### src/rtl/disp_pkg.sv
package disp_pkg;

    localparam int NUM_DIGITS = 4;
    localparam int SEG_W      = 7;
    localparam int BCD_W      = 4;
    localparam int IDX_W      = $clog2(NUM_DIGITS);

    typedef logic [BCD_W-1:0]      bcd_t;
    typedef logic [SEG_W-1:0]      seg_t;
    typedef logic [NUM_DIGITS-1:0] anode_t;

    // Scan position; numeric value equals the anode bit it enables.
    typedef enum logic [IDX_W-1:0] {
        SLOT_UNITS    = 2'd0,
        SLOT_TENS     = 2'd1,
        SLOT_HUNDREDS = 2'd2,
        SLOT_LEAD     = 2'd3
    } slot_e;

    typedef struct packed {
        logic lead_is_sign;
        logic negative;
        bcd_t lead;
        bcd_t hundreds;
        bcd_t tens;
        bcd_t units;
    } disp_value_t;

    typedef struct packed {
        logic  active;
        slot_e slot;
    } scan_state_t;

    // Segment order {g,f,e,d,c,b,a}, active-low on the bus.
    localparam seg_t SEG_BLANK = 7'b1111111;
    localparam seg_t SEG_MINUS = 7'b0111111;

    function automatic seg_t bcd_to_seg(input bcd_t v);
        seg_t lit;
        case (v)
            4'd0:    lit = 7'h3F;
            4'd1:    lit = 7'h06;
            4'd2:    lit = 7'h5B;
            4'd3:    lit = 7'h4F;
            4'd4:    lit = 7'h66;
            4'd5:    lit = 7'h6D;
            4'd6:    lit = 7'h7D;
            4'd7:    lit = 7'h07;
            4'd8:    lit = 7'h7F;
            4'd9:    lit = 7'h6F;
            default: lit = 7'h00;
        endcase
        return ~lit;
    endfunction

    function automatic int unsigned scan_limit(input int unsigned clk_hz,
                                               input int unsigned scan_hz);
        return (clk_hz / scan_hz) - 1;
    endfunction

endpackage

### src/rtl/scan_divider.sv
module scan_divider
    import disp_pkg::*;
#(
    parameter int unsigned CLK_HZ  = 100_000_000,
    parameter int unsigned SCAN_HZ = 250
) (
    input  logic clk,
    input  logic rst,
    output logic tick
);
    localparam int unsigned LIMIT = scan_limit(CLK_HZ, SCAN_HZ);
    localparam int CNT_W = (LIMIT > 0) ? $clog2(LIMIT + 1) : 1;

    logic [CNT_W-1:0] cnt;

    assign tick = (cnt == CNT_W'(LIMIT));

    always_ff @(posedge clk) begin
        if (rst) begin
            cnt <= '0;
        end else if (tick) begin
            cnt <= '0;
        end else begin
            cnt <= cnt + CNT_W'(1);
        end
    end
endmodule

### src/rtl/digit_sequencer.sv
module digit_sequencer
    import disp_pkg::*;
(
    input  logic        clk,
    input  logic        rst,
    input  logic        tick,
    output scan_state_t state
);
    always_ff @(posedge clk) begin
        if (rst) begin
            state.active <= 1'b0;
            state.slot   <= SLOT_UNITS;
        end else if (tick) begin
            if (!state.active) begin
                state.active <= 1'b1;
            end else begin
                state.slot <= slot_e'(IDX_W'(state.slot) + IDX_W'(1));
            end
        end
    end
endmodule

### src/rtl/digit_select_decode.sv
module digit_select_decode
    import disp_pkg::*;
(
    input  disp_value_t val,
    input  scan_state_t st,
    output anode_t      an_n,
    output seg_t        seg_n
);
    for (genvar g = 0; g < NUM_DIGITS; g++) begin : g_anode
        assign an_n[g] = !(st.active && (IDX_W'(st.slot) == IDX_W'(g)));
    end

    seg_t lead_seg;

    always_comb begin
        if (val.lead_is_sign) begin
            lead_seg = val.negative ? SEG_MINUS : SEG_BLANK;
        end else begin
            lead_seg = bcd_to_seg(val.lead);
        end
    end

    always_comb begin
        if (!st.active) begin
            seg_n = SEG_BLANK;
        end else begin
            case (st.slot)
                SLOT_UNITS:    seg_n = bcd_to_seg(val.units);
                SLOT_TENS:     seg_n = bcd_to_seg(val.tens);
                SLOT_HUNDREDS: seg_n = bcd_to_seg(val.hundreds);
                SLOT_LEAD:     seg_n = lead_seg;
                default:       seg_n = SEG_BLANK;
            endcase
        end
    end
endmodule

### src/rtl/mux_display_driver.sv
module mux_display_driver
    import disp_pkg::*;
#(
    parameter int unsigned CLK_HZ  = 100_000_000,
    parameter int unsigned SCAN_HZ = 250
) (
    input  logic       clk,
    input  logic       rst,
    input  logic       lead_is_sign,
    input  logic       negative,
    input  logic [3:0] digit_lead,
    input  logic [3:0] digit_hundreds,
    input  logic [3:0] digit_tens,
    input  logic [3:0] digit_units,
    output logic [3:0] an_n,
    output logic [6:0] seg_n
);
    logic        scan_tick;
    scan_state_t scan_st;
    disp_value_t value;

    assign value = '{
        lead_is_sign: lead_is_sign,
        negative:     negative,
        lead:         digit_lead,
        hundreds:     digit_hundreds,
        tens:         digit_tens,
        units:        digit_units
    };

    scan_divider #(
        .CLK_HZ (CLK_HZ),
        .SCAN_HZ(SCAN_HZ)
    ) u_div (
        .clk (clk),
        .rst (rst),
        .tick(scan_tick)
    );

    digit_sequencer u_seq (
        .clk  (clk),
        .rst  (rst),
        .tick (scan_tick),
        .state(scan_st)
    );

    digit_select_decode u_dec (
        .val  (value),
        .st   (scan_st),
        .an_n (an_n),
        .seg_n(seg_n)
    );
endmodule

### config.mk
export PLATFORM = sky130hd
export DESIGN_NAME = mux_display_driver
export DESIGN_NICKNAME = d
export VERILOG_FILES = /design/src/rtl/disp_pkg.sv /design/src/rtl/scan_divider.sv /design/src/rtl/digit_sequencer.sv /design/src/rtl/digit_select_decode.sv /design/src/rtl/mux_display_driver.sv
export SDC_FILE = /design/constraint.sdc
export NUM_CORES = 1
export LEC_CHECK = 0
export BUFFER_PORTS_ARGS = -buffer_cell sky130_fd_sc_hd__buf_2
export CORE_MARGIN = 2
export CORE_UTILIZATION = 57
export CTS_CLUSTER_DIAMETER = 120
export DETAILED_ROUTE_END_ITERATION = 7
export PLACE_DENSITY = 0.8
export SYNTH_ARGS = -nofsm -noshare
export SYNTH_HDL_FRONTEND = slang
export SYNTH_SLANG_ARGS = --single-unit
export TNS_END_PERCENT = 50
### constraint.sdc
create_clock -name clk -period 2.3 [get_ports clk]
set_clock_uncertainty 0.15 [all_clocks]
set_input_delay 0.46 -clock clk [delete_from_list [all_inputs] [get_ports clk]]
set_output_delay 0.46 -clock clk [all_outputs]
set_load 0.01 [all_outputs]
==> impl_metrics.json <==
{
  "grt_pass1_wl_mm": 7.645,
  "syn_area_per_cell_um2": 7.636,
  "n_fill_cell": 260,
  "cpMostUsedCell": "buf_6",
  "clock_latency_ns": 0.30,
  "worst-setup-path-type": "input port to primary output",
  "max_stage_delay_ns": 0.18,
  "cts.path.max_buffers": 2,
  "wire_per_inst_um": 13.27,
  "final_cell_count_no_fill": 347,
  "track_usage_pct": 23.00,
  "synthTopCellsByArea": "dfxtp_1, ha_1, nor2_1, o21ai_0, inv_1",
  "clk_pin_slew_worst_paths_ns": 0.12,
  "p_per_area_nw_per_um2": 299.5,
  "wl_mm": 4.604,
  "die_w_um": 63.25,
  "slew_viol_final": 0,
  "dp.cells": 343,
  "outcome": "finished with violations",
  "drc": 0,
  "fp.coreArea_um2": 3363,
  "drive_gt1_share_pct": 30.90,
  "setup_violations": 3,
  "cts.htree.levels": 1,
  "synth.ff_latch_count": 22,
  "die_y_um": 63.25,
  "final_antenna_net_count": 0,
  "path_cells": "buf_6 > buf_6 > buf_4 > ha_1 > o22ai_1 > mux2i_1 > a21oi_1 > o211ai_1 > buf_2",
  "n_antenna_cell": 0,
  "cp_max_fo": 2,
  "period_minus_slack_ns": 2.328,
  "fp-row-count": 21,
  "synth_top_area_share_pct": 22.01,
  "seq_area_frac_synth_pct": 22.01,
  "io_pins": 31,
  "area_growth_pct": 24.83,
  "num-nets-final": 353,
  "synth_edf_count": 0,
  "via_count": 1905,
  "synthMostInstantiatedCell": "nor2_1",
  "p_leak_uw": 0.001038,
  "antenna_found_initial": 0,
  "cts_root_buffer": "clkbuf_4",
  "cts_hold_buf": 0,
  "failed_checks": "negative setup slack",
  "routabilityCongestion": 0.7973,
  "slowest_stage": "ha_1",
  "hpwl_mm": 3.224,
  "start_kind": "input port",
  "end_kind": "primary output",
  "dieArea_um2": 4000,
  "syn_area_um2": 2001,
  "arrival_ns": 1.72,
  "fin_ws_ns": -0.02815,
  "async_reset_ff_share_pct": 0,
  "drt-initial-drc-count": 139,
  "syn_nets": 312,
  "ir_drop_uv": 307.8,
  "grt_max_degree": 19,
  "grt.overflow.total": 0,
  "worst_slew_pin_slew_ns": 0.5129,
  "max_freq_ghz": 0.4295,
  "io_buffer_count": 30,
  "cts_sinks": 22,
  "cts_tree": "done",
  "syn_inst": 262,
  "yosys_most_used_dff": "dfxtp_1",
  "numCtsBuffers": 3,
  "synthTopCellsByCount": "nor2_1, ha_1, inv_1, dfxtp_1, o21ai_0",
  "cap_violations": 0,
  "place_worst_setup_slack_ns": -0.2026,
  "rsz0062_at_grt": "yes",
  "dr.pass1.iters": 4,
  "grt_pass1_vias": 1786,
  "yosys_warnings": 0,
  "required_ns": 1.69,
  "start_util_pct": 59.49,
  "ys_types": 38,
  "finalHoldViolCount": 0,
  "finalCritPeriodShare_pct": 101.2,
  "yosysTopAreaCell": "dfxtp_1",
  "holdCritPathClass": "input port to register",
  "slew_headroom_pct": 65.54,
  "via_per_inst": 5.490
}
cells by family (layout without fill, tap and decap cells):
| family | after synthesis | after routing | synth area share [%] |
|---|---|---|---|
| and+or+nand+nor | 94 | 94 | 23.70 |
| muxes | 5 | 5 | 2.627 |
| adders and majority gates | 30 | 30 | 18.76 |
| buffers and inverters | 38 | 77 | 8.318 |
| DFF | 22 | 22 | 22.01 |
| xor gates and xnor gates | 18 | 18 | 7.880 |
| AOI/OAI and AO/OA | 55 | 55 | 16.70 |
metrics by stage:
stage	TNS [ns]	cell area, um2	power, uW	util, %	hold slack [ns]
floorplan	0	2001	491.3	-	0.2794
global placement	-0.3696	2280	548.8	67.78	0.2935
detailed placement	-0.4455	2280	553.2	67.78	0.3098
CTS	-0.1027	2405	732.2	71.50	0.2116
global route	-0.3218	2497	791.5	74.26	0.2348
finish	-0.05742	2497	747.9	74.26	0.2135
layout by cell type, fill, tap and decap left out, types with 4 or more instances in the layout:
master    synthesis  routed
dfxtp_1          22      20
o21ai_1           0      10
ha_1             30      19
nand3_1          11      11
nand2b_1         11      11
o21ai_0          20       7
nor2_1           36      36
ha_2              0       5
buf_2             0      28
a21oi_2           0       4
xnor2_1           9       9
a21oi_1          12       8
a31oi_1           4       4
buf_4             0      15
nor3_1            5       4
inv_2             0       5
ha_4              0       6
inv_1            26      19
nand4_1           4       4
xor2_1            9       9
nand2_1          15      15
area by class of cell:
class / count / area, um2 / share of cell area, %
inverter: 26 / 105.1 / 4.208
multi-input combinational: 202 / 1548 / 61.97
clock buffer: 3 / 22.52 / 0.9018
tap: 46 / 57.56 / 2.305
sequential: 22 / 442.9 / 17.74
timing repair buffer: 48 / 321.6 / 12.88
sequential cells by signal, summed over array words and instances, names as in the netlist:
name	flops
u_div.cnt	19
u_seq.state	3
timing repair:
action	in CTS	in global routing
pin swaps	11	5
setup endpoints to repair	7	7
gates resized for setup	34	25
setup buffers	1	0
power breakdown:
| group | switching, uW | internal [uW] |
|---|---|---|
| clock | 108 | 61.0 |
| sequential | 4.23 | 385 |
| combinational | 102 | 87.0 |
| total | 215 | 533 |
worst max-delay path: cells and delay by family:
family,cells,cell delay [ns]
buffers and inverters,4,0.51
AOI/OAI and AO/OA,3,0.45
adders and majority gates,1,0.18
muxes,1,0.11
layer usage:
layer / GRT usage, % / share of wire, %
met1: 30.64 / 47
met2: 40.03 / 47
met3: 3.036 / 4.5
met4: 4.348 / 1.2
met5: 0 / 0
final timing paths:
kind | start | endpoint | slack, ns | cells after the start
min reg2reg | u_div.cnt[0] | u_div.cnt[0] | 0.34 | 1
max | digit_lead[0] | seg_n[6] | -0.03 | 9
max reg2reg | u_div.cnt[15] | u_div.cnt[6] | 0.25 | 6
min | rst | u_seq.state[0] | 0.21 | 2
(Power assumes the default switching activity.)
